--- src/rtl/i2c_evt_pkg.sv ---
// Shared constants and types for the I2C event flag unit.
// Assumes a 9-bit flag word and a 4-entry register window.
package i2c_evt_pkg;

    localparam int STAT_W = 9;

    // Flag positions inside the flag word (software decodes these)
    localparam int F_RBNE = 2;
    localparam int F_ADDR = 3;
    localparam int F_NACK = 4;
    localparam int F_STP  = 5;
    localparam int F_TC   = 6;
    localparam int F_TCR  = 7;
    localparam int F_BERR = 8;

    // Control word bit positions at address 0
    localparam int C_RELOAD  = 0;
    localparam int C_AUTOEND = 1;
    localparam int C_START   = 2;
    localparam int C_STOP    = 3;

    // Flags cleared by write-one strobes, in bank order
    localparam int NW1C = 4;
    localparam int W1C_POS [NW1C] = '{F_BERR, F_STP, F_NACK, F_ADDR};

    typedef enum logic [1:0] {
        RA_CTRL  = 2'd0,
        RA_COUNT = 2'd1,
        RA_STAT  = 2'd2,
        RA_RDATA = 2'd3
    } reg_sel_e;

    typedef struct packed {
        logic reload_done;
        logic xfer_done;
        logic auto_stop;
    } cmpl_t;

endpackage

--- src/rtl/i2c_evt_flag_cell.sv ---
// One sticky flag bit: kill beats set, set beats clear.
// Assumes all inputs are synchronous single-cycle strobes.
module i2c_evt_flag_cell (
    input  logic clk,
    input  logic rst_n,
    input  logic set,
    input  logic clr,
    input  logic kill,
    output logic q
);

    // Holds the flag with the fixed priority kill > set > clear
    always_ff @(posedge clk) begin
        if (!rst_n)    q <= 1'b0;
        else if (kill) q <= 1'b0;
        else if (set)  q <= 1'b1;
        else if (clr)  q <= 1'b0;
    end

endmodule

--- src/rtl/i2c_evt_regif.sv ---
// Register window: decodes writes into strobes, stores the control
// fields and the byte number, and muxes read data.
// Assumes REG_DW is wide enough to hold the 9-bit flag word.
module i2c_evt_regif
    import i2c_evt_pkg::*;
#(
    parameter int CNT_W  = 8,
    parameter int DATA_W = 8,
    parameter int REG_DW = 32
) (
    input  logic              clk,
    input  logic              rst_n,
    input  logic              reg_wr,
    input  logic              reg_rd,
    input  logic [1:0]        reg_addr,
    input  logic [REG_DW-1:0] reg_wdata,
    input  logic [STAT_W-1:0] stat_word,
    input  logic [DATA_W-1:0] rx_word,
    output logic [REG_DW-1:0] reg_rdata,
    output logic              reload_q,
    output logic              autoend_q,
    output logic [CNT_W-1:0]  bnum_q,
    output logic              sw_start,
    output logic              sw_stop,
    output logic              cnt_load_nz,
    output logic [CNT_W-1:0]  cnt_load_val,
    output logic [NW1C-1:0]   clr_w1c,
    output logic              rx_pop
);

    reg_sel_e sel;
    logic     wr_ctrl, wr_cnt, wr_stat;
    logic     unused_wd_hi;

    assign sel = reg_sel_e'(reg_addr);

    // Write decode per register
    assign wr_ctrl = reg_wr && (sel == RA_CTRL);
    assign wr_cnt  = reg_wr && (sel == RA_COUNT);
    assign wr_stat = reg_wr && (sel == RA_STAT);

    assign sw_start     = wr_ctrl && reg_wdata[C_START];
    assign sw_stop      = wr_ctrl && reg_wdata[C_STOP];
    assign cnt_load_val = reg_wdata[CNT_W-1:0];
    assign cnt_load_nz  = wr_cnt && (reg_wdata[CNT_W-1:0] != '0);
    assign rx_pop       = reg_rd && (sel == RA_RDATA);
    assign unused_wd_hi = ^reg_wdata[REG_DW-1:STAT_W];

    // Write-one clear strobes routed to the flag bank order
    for (genvar gi = 0; gi < NW1C; gi++) begin : g_clr
        assign clr_w1c[gi] = wr_stat && reg_wdata[W1C_POS[gi]];
    end

    // Stores the mode bits and the programmed byte number
    always_ff @(posedge clk) begin
        if (!rst_n) begin
            reload_q  <= 1'b0;
            autoend_q <= 1'b0;
            bnum_q    <= '0;
        end else begin
            if (wr_ctrl) begin
                reload_q  <= reg_wdata[C_RELOAD];
                autoend_q <= reg_wdata[C_AUTOEND];
            end
            if (wr_cnt) bnum_q <= reg_wdata[CNT_W-1:0];
        end
    end

    // Read mux, zero-filling every bit without a field
    always_comb begin
        reg_rdata = '0;
        unique case (sel)
            RA_CTRL: begin
                reg_rdata[C_RELOAD]  = reload_q;
                reg_rdata[C_AUTOEND] = autoend_q;
            end
            RA_COUNT: reg_rdata[CNT_W-1:0]  = bnum_q;
            RA_STAT:  reg_rdata[STAT_W-1:0] = stat_word;
            RA_RDATA: reg_rdata[DATA_W-1:0] = rx_word;
        endcase
    end

endmodule

--- src/rtl/i2c_evt_xfer_cnt.sv ---
// Segment byte counter: loads, counts bytes down and turns the step
// from 1 to 0 into one completion pulse that the modes steer.
// Assumes a load and a START request never come in the same cycle.
module i2c_evt_xfer_cnt
    import i2c_evt_pkg::*;
#(
    parameter int CNT_W = 8
) (
    input  logic             clk,
    input  logic             rst_n,
    input  logic             load_nz,
    input  logic [CNT_W-1:0] load_val,
    input  logic             sw_start,
    input  logic [CNT_W-1:0] bnum,
    input  logic             byte_done,
    input  logic             reload,
    input  logic             autoend,
    output cmpl_t            cmpl
);

    localparam logic [CNT_W-1:0] ONE = CNT_W'(1);

    logic [CNT_W-1:0] cnt_q;
    logic             last_byte;

    assign last_byte = byte_done && (cnt_q == ONE);

    // Steers the completion pulse by the RELOAD and AUTOEND modes
    always_comb begin
        cmpl.reload_done = last_byte && reload;
        cmpl.xfer_done   = last_byte && !reload && !autoend;
        cmpl.auto_stop   = last_byte && !reload && autoend;
    end

    // Counter: a load wins over a decrement in the same cycle
    always_ff @(posedge clk) begin
        if (!rst_n)                          cnt_q <= '0;
        else if (load_nz)                    cnt_q <= load_val;
        else if (sw_start)                   cnt_q <= bnum;
        else if (byte_done && cnt_q != '0)   cnt_q <= cnt_q - ONE;
    end

endmodule

--- src/rtl/i2c_evt_flag_bank.sv ---
// Flag bank: every flag with its own set and clear sources, gathered
// into the 9-bit flag word with the unused positions tied to 0.
// Assumes the event inputs are single-cycle pulses.
module i2c_evt_flag_bank
    import i2c_evt_pkg::*;
(
    input  logic              clk,
    input  logic              rst_n,
    input  logic              per_en,
    input  logic              ev_misplaced,
    input  logic              ev_stop_seen,
    input  logic              ev_nack,
    input  logic              ev_addr_hit,
    input  logic              ev_rx_valid,
    input  logic [NW1C-1:0]   clr_w1c,
    input  logic              reload_done,
    input  logic              xfer_done,
    input  logic              cnt_load_nz,
    input  logic              sw_start,
    input  logic              sw_stop,
    input  logic              rx_pop,
    output logic [STAT_W-1:0] stat_word
);

    logic [NW1C-1:0] w1c_set, w1c_q;
    logic            tcr_q, tc_q, rbne_q;

    // Event order matches W1C_POS: bus error, STOP, NACK, address
    assign w1c_set = {ev_addr_hit, ev_nack, ev_stop_seen, ev_misplaced};

    for (genvar gi = 0; gi < NW1C; gi++) begin : g_w1c
        i2c_evt_flag_cell u_cell (
            .clk  (clk),
            .rst_n(rst_n),
            .set  (w1c_set[gi]),
            .clr  (clr_w1c[gi]),
            .kill (!per_en),
            .q    (w1c_q[gi])
        );
    end

    i2c_evt_flag_cell u_tcr (
        .clk(clk), .rst_n(rst_n), .set(reload_done),
        .clr(cnt_load_nz), .kill(1'b0), .q(tcr_q)
    );

    i2c_evt_flag_cell u_tc (
        .clk(clk), .rst_n(rst_n), .set(xfer_done),
        .clr(sw_start || sw_stop), .kill(1'b0), .q(tc_q)
    );

    i2c_evt_flag_cell u_rbne (
        .clk(clk), .rst_n(rst_n), .set(ev_rx_valid),
        .clr(rx_pop), .kill(1'b0), .q(rbne_q)
    );

    // Gathers the flag word
    always_comb begin
        stat_word         = '0;
        stat_word[F_TCR]  = tcr_q;
        stat_word[F_TC]   = tc_q;
        stat_word[F_RBNE] = rbne_q;
        for (int i = 0; i < NW1C; i++) stat_word[W1C_POS[i]] = w1c_q[i];
    end

endmodule

--- src/rtl/i2c_evt_status.sv ---
// Top of the I2C event flag unit: register window, byte counter,
// flag bank, received-byte holder and the request pulses.
// Assumes a single clock and that the bus engine holds off new events
// while it is disabled.
module i2c_evt_status
    import i2c_evt_pkg::*;
#(
    parameter int DATA_W = 8,
    parameter int CNT_W  = 8,
    parameter int REG_DW = 32
) (
    input  logic              clk,
    input  logic              rst_n,
    input  logic              per_en,
    input  logic              ev_misplaced,
    input  logic              ev_stop_seen,
    input  logic              ev_nack,
    input  logic              ev_addr_hit,
    input  logic              ev_rx_valid,
    input  logic [DATA_W-1:0] ev_rx_data,
    input  logic              ev_byte_done,
    input  logic              reg_wr,
    input  logic              reg_rd,
    input  logic [1:0]        reg_addr,
    input  logic [REG_DW-1:0] reg_wdata,
    output logic [REG_DW-1:0] reg_rdata,
    output logic [STAT_W-1:0] flags,
    output logic              start_req,
    output logic              stop_req
);

    logic [DATA_W-1:0] rx_q;
    logic              ctl_reload, ctl_autoend;
    logic [CNT_W-1:0]  bnum;
    logic              sw_start, sw_stop, cnt_load_nz, rx_pop;
    logic [CNT_W-1:0]  cnt_load_val;
    logic [NW1C-1:0]   clr_w1c;
    cmpl_t             cmpl;
    logic [STAT_W-1:0] stat_word;

    i2c_evt_regif #(.CNT_W(CNT_W), .DATA_W(DATA_W), .REG_DW(REG_DW)) u_regif (
        .clk         (clk),
        .rst_n       (rst_n),
        .reg_wr      (reg_wr),
        .reg_rd      (reg_rd),
        .reg_addr    (reg_addr),
        .reg_wdata   (reg_wdata),
        .stat_word   (stat_word),
        .rx_word     (rx_q),
        .reg_rdata   (reg_rdata),
        .reload_q    (ctl_reload),
        .autoend_q   (ctl_autoend),
        .bnum_q      (bnum),
        .sw_start    (sw_start),
        .sw_stop     (sw_stop),
        .cnt_load_nz (cnt_load_nz),
        .cnt_load_val(cnt_load_val),
        .clr_w1c     (clr_w1c),
        .rx_pop      (rx_pop)
    );

    i2c_evt_xfer_cnt #(.CNT_W(CNT_W)) u_cnt (
        .clk      (clk),
        .rst_n    (rst_n),
        .load_nz  (cnt_load_nz),
        .load_val (cnt_load_val),
        .sw_start (sw_start),
        .bnum     (bnum),
        .byte_done(ev_byte_done),
        .reload   (ctl_reload),
        .autoend  (ctl_autoend),
        .cmpl     (cmpl)
    );

    i2c_evt_flag_bank u_flags (
        .clk         (clk),
        .rst_n       (rst_n),
        .per_en      (per_en),
        .ev_misplaced(ev_misplaced),
        .ev_stop_seen(ev_stop_seen),
        .ev_nack     (ev_nack),
        .ev_addr_hit (ev_addr_hit),
        .ev_rx_valid (ev_rx_valid),
        .clr_w1c     (clr_w1c),
        .reload_done (cmpl.reload_done),
        .xfer_done   (cmpl.xfer_done),
        .cnt_load_nz (cnt_load_nz),
        .sw_start    (sw_start),
        .sw_stop     (sw_stop),
        .rx_pop      (rx_pop),
        .stat_word   (stat_word)
    );

    assign flags = stat_word;

    // Holds the last received byte for software
    always_ff @(posedge clk) begin
        if (!rst_n)           rx_q <= '0;
        else if (ev_rx_valid) rx_q <= ev_rx_data;
    end

    // Registers the request pulses toward the bus engine
    always_ff @(posedge clk) begin
        if (!rst_n) begin
            start_req <= 1'b0;
            stop_req  <= 1'b0;
        end else begin
            start_req <= sw_start;
            stop_req  <= sw_stop || cmpl.auto_stop;
        end
    end

endmodule

--- config.mk ---
export PLATFORM = sky130hd
export DESIGN_NAME = i2c_evt_status
export DESIGN_NICKNAME = d
export VERILOG_FILES = /design/src/rtl/i2c_evt_pkg.sv /design/src/rtl/i2c_evt_flag_cell.sv /design/src/rtl/i2c_evt_regif.sv /design/src/rtl/i2c_evt_xfer_cnt.sv /design/src/rtl/i2c_evt_flag_bank.sv /design/src/rtl/i2c_evt_status.sv
export SDC_FILE = /design/constraint.sdc
export NUM_CORES = 1
export LEC_CHECK = 0
export BUFFER_PORTS_ARGS = -buffer_cell sky130_fd_sc_hd__buf_4
export CORE_MARGIN = 2
export CORE_UTILIZATION = 45
export CTS_BUF_LIST = sky130_fd_sc_hd__clkbuf_4
export DETAILED_ROUTE_END_ITERATION = 6
export PLACE_DENSITY = 0.89
export SYNTH_ARGS = -nofsm -noshare
export SYNTH_HDL_FRONTEND = slang
export SYNTH_SLANG_ARGS = --single-unit
--- constraint.sdc ---
create_clock -name clk -period 2 [get_ports clk]
set_input_delay 0.1 -clock clk [delete_from_list [all_inputs] [get_ports clk]]
set_output_delay 0.1 -clock clk [all_outputs]
set_load 0.01 [all_outputs]
==> flow_summary.ini, run 1 <==
[status]
status = finished clean

[timing]
whs_ns = 0.00521
fin_skew_ns = 0.00676
finalCritPeriodShare = 0.880
tns_ns = 0
fin_crit_ns = 1.76
relSlewSlack = 0.531
setup_viol = 0
worst_pin_slew_ns = 0.703
fmax_mhz = 568
rsz0062_at_grt = no
timing_hold_violations_final = 0
report.final.slew_viol_count = 0

[die]
core_mm2 = 0.00429
die-area_mm2 = 0.00493
initial_core_util = 0.459
die_h_um = 70.2
die_w_um = 70.2
rows = 24
pin_count = 96

[grt]
track_usage = 0.187
antenna_found_initial = 0
grt_pass1_wl_um = 7380
overflow = 0
grt_pass1_vias = 1581
grt_max_degree = 23

[synth]
synth_seq_cells = 35
yosysTopAreaCell = dfxtp_1
ys_warn_count = 0
async_flop_share = 0
synth_ff_type = dfxtp_1
synthDistinctLibCells = 40
synth_area_leaders = dfxtp_1 36%, buf_4 12%, nor2_1 5.7%
synthCells = 235
netlist_area_mm2 = 0.00197
yosysSeqAreaShare = 0.355
synth_edf_count = 0
synth_top_area_frac = 0.355
syn_area_per_cell_um2 = 8.39

[final_layout]
n_antenna_cell = 0
final_nets = 341
mostFrequentLayoutCells = 52 x buf_4, 35 x dfxtp_1, 30 x nor2_1
drive_above_1_share = 0.248
final_area_mm2 = 0.00237
syn2layout_area_growth_pct = 20.3
mostFrequentLayoutCell = buf_4

[worst_setup_path]
path_class = register to register
rr_worst_depth = 5
arrival_ns = 1.98
crit_start = u_cnt.cnt_q[2]
crit-reg2reg-launch = u_cnt.cnt_q[2]
crit_chain = nor4_2 -> nand3_1 -> a211o_1 -> o21ai_0 -> a31oi_1
rr_endpoint = u_cnt.cnt_q[0]
max_stage_delay_ns = 0.49
cp_data_required_time_ns = 2.22
cp-end-kind = register
endpoint = u_cnt.cnt_q[0]
crit_slowest_cell = a211o_1
cp_max_fo = 16
rrSetupSlack_ns = 0.24
worst_setup_path_start_kind = register

[clock_tree]
h-tree-depth = 2
clock_latency_ns = 0.34
path_clk_slew_ns = 0.10
cts.sinks = 35
cts-buffers-inserted = 5
cts_tree = yes
cts_root_buf = clkbuf_4
clockBufferDepth = 2

[flow_run]
cap_viol_max_count = 0

[power]
power_frac_clock = 0.225
power_density_mw_per_mm2 = 701
power_frac_seq = 0.490
vdd_drop_max_mv = 0.271
switchingPower_w = 0.000521
p_int_w = 0.00114
share_comb_of_total_power = 0.284
power.leakage_nw = 1.11
swShare = 0.313
totalPowerFinal_w = 0.00166

[detailed_routing]
drtIter0Drc = 187
routed_via_density = 5.25
wl_per_cell_um = 13.6
drt.antenna.violating_nets = 0
num_vias = 1775
finalWirelength_um = 4610
drc = 0
dr.pass1.iters = 4

[placed_design]
numPortBuffers = 47
dpl_cell_area_mm2 = 0.00222
dp_hpwl_um = 3270
place.gp.congestion = 0.867

[hold_path]
hp-start = ev_rx_data[5]
hold_path_class = input pin to register
==> synth_stat cells (2+ instances only) <==
master    instances
nor2_1           30
and2_1            2
buf_6             2
nand2_1          22
dfxtp_1          35
nand4_1           2
a211o_1           6
o21ai_1           2
o21ai_0           7
mux2_2            8
or3_1             2
a22o_1            8
xnor2_1           2
a21oi_1          14
xor2_1            3
a31oi_1           8
inv_1             5
buf_4            32
clkbuf_1          7
mux2i_1          10
nand3_1           7
ha_1              3
==> metrics by stage <==
| step | utilization | setup slack (ns) | std cells |
|---|---|---|---|
| 5_1_grt | 0.552 | 0.106 | 338 |
| 3_5_place_dp | 0.517 | 0.256 | 320 |
| 3_3_place_gp | 0.517 | 0.296 | 320 |
| 4_1_cts | 0.548 | 0.247 | 336 |
| 6_report | 0.552 | 0.239 | 338 |
| 2_1_floorplan | - | 0.406 | 259 |
==> power groups by stage <==
stage / Combinational, W / Clock, W / Sequential [W]
2_1_floorplan: 0.000372 / 0 / 0.000816
3_3_place_gp: 0.000440 / 0 / 0.000826
3_5_place_dp: 0.000452 / 0 / 0.000830
4_1_cts: 0.000467 / 0.000381 / 0.000814
5_1_grt: 0.000516 / 0.000416 / 0.000824
6_report: 0.000472 / 0.000375 / 0.000815
==> flip-flops by register name, summed over array words and instances, names as in the netlist <==
signal                  flops
stop_req                    1
rx_q                        8
u_flags.u_tc.q              1
u_flags.u_tcr.q             1
u_cnt.cnt_q                 8
u_regif.reload_q            1
u_regif.bnum_q              8
u_regif.autoend_q           1
u_flags.g_w1c.u_cell.q      4
start_req                   1
u_flags.u_rbne.q            1
==> critical path, delay by kind of cell, from the launching register on <==
family / cells / cell delay (ns)
AND/OR/NAND/NOR: 2 / 0.46
AO/OA/AOI/OAI: 3 / 0.80
flip-flops: 1 / 0.38
==> metal layers <==
layer	GRT usage	wire, um	up-vias
li1	-	-	865
met1	0.219	1870	825
met2	0.309	2300	74
met3	0.0664	350	11
met4	0.0769	89	0
met5	0	0	-
==> timing repair <==
action                                 in CTS  in global routing
hold buffers                                8                  2
setup buffers                               0                  0
gates resized for setup                     0                  0
endpoints found under the hold margin       8                  2
==> logic make-up after synthesis <==
family,count (synthesis),share of synthesized area
AND/OR/NAND/NOR,74,0.173
AO/OA/AOI/OAI,51,0.172
buffers and inverters,48,0.161
flip-flops,35,0.355
multiplexers,18,0.0965
XOR/XNOR,5,0.0222
adder cells (fa/ha/maj),3,0.0190
other,1,0.00190
==> final cells by class <==
type	count	area, um^2
fillers	355	1920
multi-input cells	176	1040
flip-flops and latches	35	701
repair buffers	62	490
well taps	52	65.1
clock buffers	6	45.0
inverters	5	18.8
clock inverters	2	7.51
==> worst min path at each step <==
stage / endpoint / slack [ns] / depth (start not counted)
after floorplan: u_flags.g_w1c[0].u_cell.q / 0.22 / 2
after global placement: u_flags.g_w1c[1].u_cell.q / 0.30 / 3
after detailed placement: u_flags.g_w1c[3].u_cell.q / 0.32 / 3
after CTS: rx_q[4] / 0.003 / 3
after global routing: rx_q[3] / 0.004 / 3
final: rx_q[5] / 0.005 / 3
Note: power is estimated with default switching activity, not from simulation.
==> inputs of run 2 (changes only) <==
- CELL_PAD_IN_SITES_DETAIL_PLACEMENT: default -> 0
- CELL_PAD_IN_SITES_GLOBAL_PLACEMENT: default -> 1
- CORE_UTILIZATION: 45 -> 33
- PLACE_DENSITY: 0.89 -> 0.92
==> run 2 against run 1 <==
Effect of this change:
- the run now ends with hold timing left
- global-route usage is 3.7 points lower
- total power down 2.0%
- worst setup slack got worse by 0.0015 ns
- clock-buffer cell count is 1 lower
- fmax is essentially flat
- final cell count increased by 5.3%
- clock skew grew 0.0053 ns
- highest routed layer unchanged
- via count down 1.3%
- utilization shrank 15 points
- non-clock buffer count is 4 lower
==> flow_summary.ini, run 2 (synthesis gave the netlist of run 1 again) <==
[grt]
track_usage = 0.150
grt_pass1_vias = 1610
antenna_found_initial = 0
grt_pass1_wl_um = 7600
overflow = 0
grt_max_degree = 23

[timing]
timing_hold_violations_final = 2
rsz0062_at_grt = no
setup_viol = 0
fmax_mhz = 568
worst_pin_slew_ns = 0.694
finalCritPeriodShare = 0.881
tns_ns = 0
fin_crit_ns = 1.76
relSlewSlack = 0.537
whs_ns = -0.00387
fin_skew_ns = 0.0121
report.final.slew_viol_count = 0

[placed_design]
dp_hpwl_um = 3510
numPlacedInstances = 344
numPortBuffers = 47
place.gp.congestion = 0.854

[final_layout]
mostFrequentLayoutCells = 53 x buf_4, 35 x dfxtp_1, 30 x nor2_1
stdcell_count = 356
syn2layout_area_growth_pct = 19.3
top_regs = rx_q x8, u_cnt.cnt_q x8, u_regif.bnum_q x8
n_antenna_cell = 0
mostFrequentLayoutCell = buf_4
final_nets = 337
filler_cell_count = 608
drive_above_1_share = 0.256

[hold_path]
hp-start = ev_rx_data[3]
hold_path_class = input pin to register
hold_depth = 3

[power]
vdd_drop_max_mv = 0.272
share_comb_of_total_power = 0.285
power_frac_clock = 0.215
power_density_mw_per_mm2 = 693
p_int_w = 0.00112
swShare = 0.315
power_frac_seq = 0.501
power.leakage_nw = 1.09
switchingPower_w = 0.000513

[clock_tree]
cts_tree = yes
path_clk_slew_ns = 0.11
postCtsSetupBuffers = 0
cts.sinks = 35
h-tree-depth = 2
cts-buffers-inserted = 5
cts_root_buf = clkbuf_4
cts-resized-gates = 0
clockBufferDepth = 2
clock_latency_ns = 0.34

[worst_setup_path]
crit-reg2reg-launch = u_cnt.cnt_q[2]
arrival_ns = 1.96
cp_max_fo = 16
rrSetupSlack_ns = 0.24
worst_setup_path_start_kind = register
crit_start = u_cnt.cnt_q[2]
cp_data_required_time_ns = 2.20
path_class = register to register
cp-end-kind = register
rr_worst_depth = 5

[detailed_routing]
finalWirelength_um = 4640
routed_via_density = 4.92
num_vias = 1752
wl_per_cell_um = 13.0
drc = 0
dr.pass1.iters = 5
drt.antenna.violating_nets = 0
drtIter0Drc = 93

[die]
die_h_um = 81.3
rows = 28
die_w_um = 81.3
initial_core_util = 0.337
core_mm2 = 0.00585
die-area_mm2 = 0.00661
pin_count = 96

[flow_run]
cap_viol_max_count = 0

[status]
status = finished, violations left
violations = hold timing
## run 2: metal layers
layer  GRT usage  vias to the layer above  part of all wire
li1            -                      862                 -
met1       0.183                      816              0.43
met2       0.245                       65              0.48
met3      0.0411                        9             0.072
met4      0.0661                        0             0.019
met5           0                        -                 0
## run 2: layout make-up
cell class | instances | area, um^2 | share of cell area
clock inverters | 2 | 8.76 | 0.00372
clock buffers | 5 | 37.5 | 0.0160
flip-flops and latches | 35 | 701 | 0.298
inverters | 5 | 18.8 | 0.00798
repair buffers | 58 | 448 | 0.190
well taps | 75 | 93.8 | 0.0399
multi-input cells | 176 | 1040 | 0.444
## run 2: critical path, cell delays in order, from the launching register on
cell,delay [ns]
dfxtp_1,0.39
nor4_2,0.34
nand3_1,0.11
a211o_1,0.49
o21ai_0,0.23
a31oi_1,0.06
## run 2: repair_timing
| item | CTS | global route |
|---|---|---|
| setup endpoints to repair | 0 | 0 |
| endpoints found under the hold margin | 5 | 0 |
| hold buffers | 5 | 0 |
## run 2: final timing paths
path,to
hold / removal,rx_q[3]
hold reg to reg,u_regif.bnum_q[2]
setup reg to reg,u_cnt.cnt_q[0]
setup / recovery,u_cnt.cnt_q[0]
## run 2: stage by stage
step	util	total power, W	area [um^2]	setup slack (ns)	hold slack (ns)
after floorplan	-	0.00119	2060	0.406	0.217
after global placement	0.386	0.00127	2260	0.274	0.306
after detailed placement	0.386	0.00129	2260	0.263	0.313
after CTS	0.402	0.00163	2350	0.243	0.00133
after global routing	0.402	0.00173	2350	0.129	0.00377
final	0.402	0.00163	2350	0.238	-0.00387
## run 2: power by group through the flow
stage	logic, W	registers [W]	clock network [W]
after CTS	0.000466	0.000815	0.000353
after global routing	0.000522	0.000826	0.000382
after detailed placement	0.000455	0.000831	0
after floorplan	0.000372	0.000816	0
final	0.000464	0.000816	0.000350
after global placement	0.000448	0.000827	0
==> inputs of run 3 (changes only) <==
- BUFFER_PORTS_ARGS: -buffer_cell sky130_fd_sc_hd__buf_4 -> default
- CELL_PAD_IN_SITES_DETAIL_PLACEMENT: 0 -> 1
- CELL_PAD_IN_SITES_GLOBAL_PLACEMENT: 1 -> 2
- CORE_UTILIZATION: 33 -> 35
- DONT_BUFFER_PORTS: default -> 1
- PLACE_DENSITY: 0.92 -> 0.91
==> run 3 against run 2 <==
Effect of this change:
- sequential power increased by 0.9%
- clock skew decreased by 0.0049 ns
- die area decreased by 5.4%
- fmax decreased by 2.7%
- critical path depth decreased by 1
- final cell count decreased by 6.5%
- the run now ends clean
- design area decreased by 3.4%
- combinational power decreased by 6.3%
- sequential share of layout area increased by 1.0 points
==> flow_summary.ini, run 3 (synthesis gave the netlist of run 1 again) <==
[power]
power.leakage_nw = 0.974
power_density_mw_per_mm2 = 713
vdd_drop_max_mv = 0.308

[detailed_routing]
drt.antenna.violating_nets = 0
num_vias = 1736
drc = 0
finalWirelength_um = 5820
routed_via_density = 5.21
dr.pass1.iters = 4
drtIter0Drc = 112
wl_per_cell_um = 17.5

[grt]
overflow = 0
grt_pass1_vias = 1759
use_met2 = 0.319
busiest_layer = met2
track_usage = 0.186
grt_pass1_wl_um = 9000
antenna_found_initial = 0
met3_usage = 0.0500
use_met1 = 0.208
grt_max_degree = 23

[clock_tree]
cts_root_buf = clkbuf_4
path_clk_slew_ns = 0.10
cts_tree = yes
clockBufferDepth = 2
h-tree-depth = 2
cts.sinks = 35
cts-buffers-inserted = 5
clock_latency_ns = 0.34
postCtsSetupBuffers = 0

[worst_setup_path]
cp_data_required_time_ns = 2.23
cp-end-kind = register
critical_path.most_common_cell = dlygate4sd3_1
crit_chain = a21oi_1 -> dlygate4sd3_1 -> nor2_1 -> dlygate4sd3_1
max_stage_delay_ns = 0.58
worst_setup_path_start_kind = register
arrival_ns = 2.05
cp_max_fo = 3
rrSetupSlack_ns = 0.19
crit_buf_inv = 2
path_delay_family = buffers and inverters
path_class = register to register
crit_slowest_cell = dlygate4sd3_1

[placed_design]
dp_hpwl_um = 3730
place.gp.congestion = 0.788
dpl_cell_area_mm2 = 0.00189
numPortBuffers = 0
dpl_worst_slack_ns = 0.199

[timing]
fmax_mhz = 552
report.final.slew_viol_count = 0
fin_crit_ns = 1.81
setup_slack_ns = 0.189
relSlewSlack = 0.490
tns_ns = 0
fin_skew_ns = 0.00720
rsz0062_at_grt = no
timing_hold_violations_final = 0
setup_viol = 0
finalCritPeriodShare = 0.905
worst_pin_slew_ns = 0.764

[final_layout]
mostFrequentLayoutCell = dfxtp_1
drive_above_1_share = 0.0996
n_antenna_cell = 0
final_area_mm2 = 0.00227
regArea_um2 = 701
final_nets = 317
syn2layout_area_growth_pct = 15.2
filler_cell_count = 641
top_regs = rx_q x8, u_cnt.cnt_q x8, u_regif.bnum_q x8
multiInputGateArea_mm2 = 0.00105
mostFrequentLayoutCells = 35 x dfxtp_1, 33 x dlygate4sd3_1, 30 x nor2_1

[hold_path]
hold_path_class = input pin to register

[die]
core_mm2 = 0.00547
rows = 27
die_h_um = 79.1
initial_core_util = 0.360
die_w_um = 79.1
die-area_mm2 = 0.00625
pin_count = 96

[status]
status = finished clean

[flow_run]
cap_viol_max_count = 0
run 3: cell types whose count changed in the layout (fill, tap and decap cells not counted), sizes merged:
cell,change
buf,-48
dlygate4sd3,+28
run 3: routing by layer:
| layer | wire (um) | vias to the layer above |
|---|---|---|
| li1 | - | 815 |
| met4 | 169 | 0 |
| met5 | 0 | - |
| met3 | 347 | 14 |
| met2 | 2950 | 71 |
| met1 | 2350 | 836 |
run 3: repair_timing:
item / 4_1_cts / 5_1_grt
hold buffers: 33 / 0
endpoints found under the hold margin: 33 / 0
endpoints found under the setup margin: 0 / 3
gates resized for setup: 0 / 2
run 3: worst paths after layout:
check	endpoint	depth (start not counted)	from
setup reg to reg	u_flags.g_w1c[1].u_cell.q	4	u_flags.g_w1c[1].u_cell.q
hold / removal	u_regif.autoend_q	3	reg_wr
hold reg to reg	u_regif.bnum_q[7]	2	u_regif.bnum_q[7]
setup / recovery	u_flags.g_w1c[1].u_cell.q	4	u_flags.g_w1c[1].u_cell.q
run 3: area by class of cell:
class | instances | share of cell area
clock buffers | 5 | 0.0165
clock inverters | 2 | 0.00385
inverters | 5 | 0.00826
multi-input cells | 176 | 0.461
flip-flops and latches | 35 | 0.308
well taps | 72 | 0.0396
repair buffers | 38 | 0.162
run 3: through the flow:
stage	hold slack, ns	std cells	utilization	total power [W]
2_1_floorplan	0.217	259	-	0.00119
3_3_place_gp	0.219	293	0.346	0.00119
3_5_place_dp	0.232	293	0.346	0.00120
4_1_cts	0.0759	333	0.414	0.00162
5_1_grt	0.0875	333	0.415	0.00173
6_report	0.0834	333	0.415	0.00162
run 3: power breakdown:
group | leakage, nW | internal (W) | switching [W]
clock network | 0.0285 | 0.000125 | 0.000238
registers | 0.287 | 0.000754 | 0.0000693
logic | 0.658 | 0.000223 | 0.000212
run 3: worst min-delay path: stages:
cell and delay [ns]:
nand2_1 0.12, mux2i_1 0.10, nor2_1 0.07
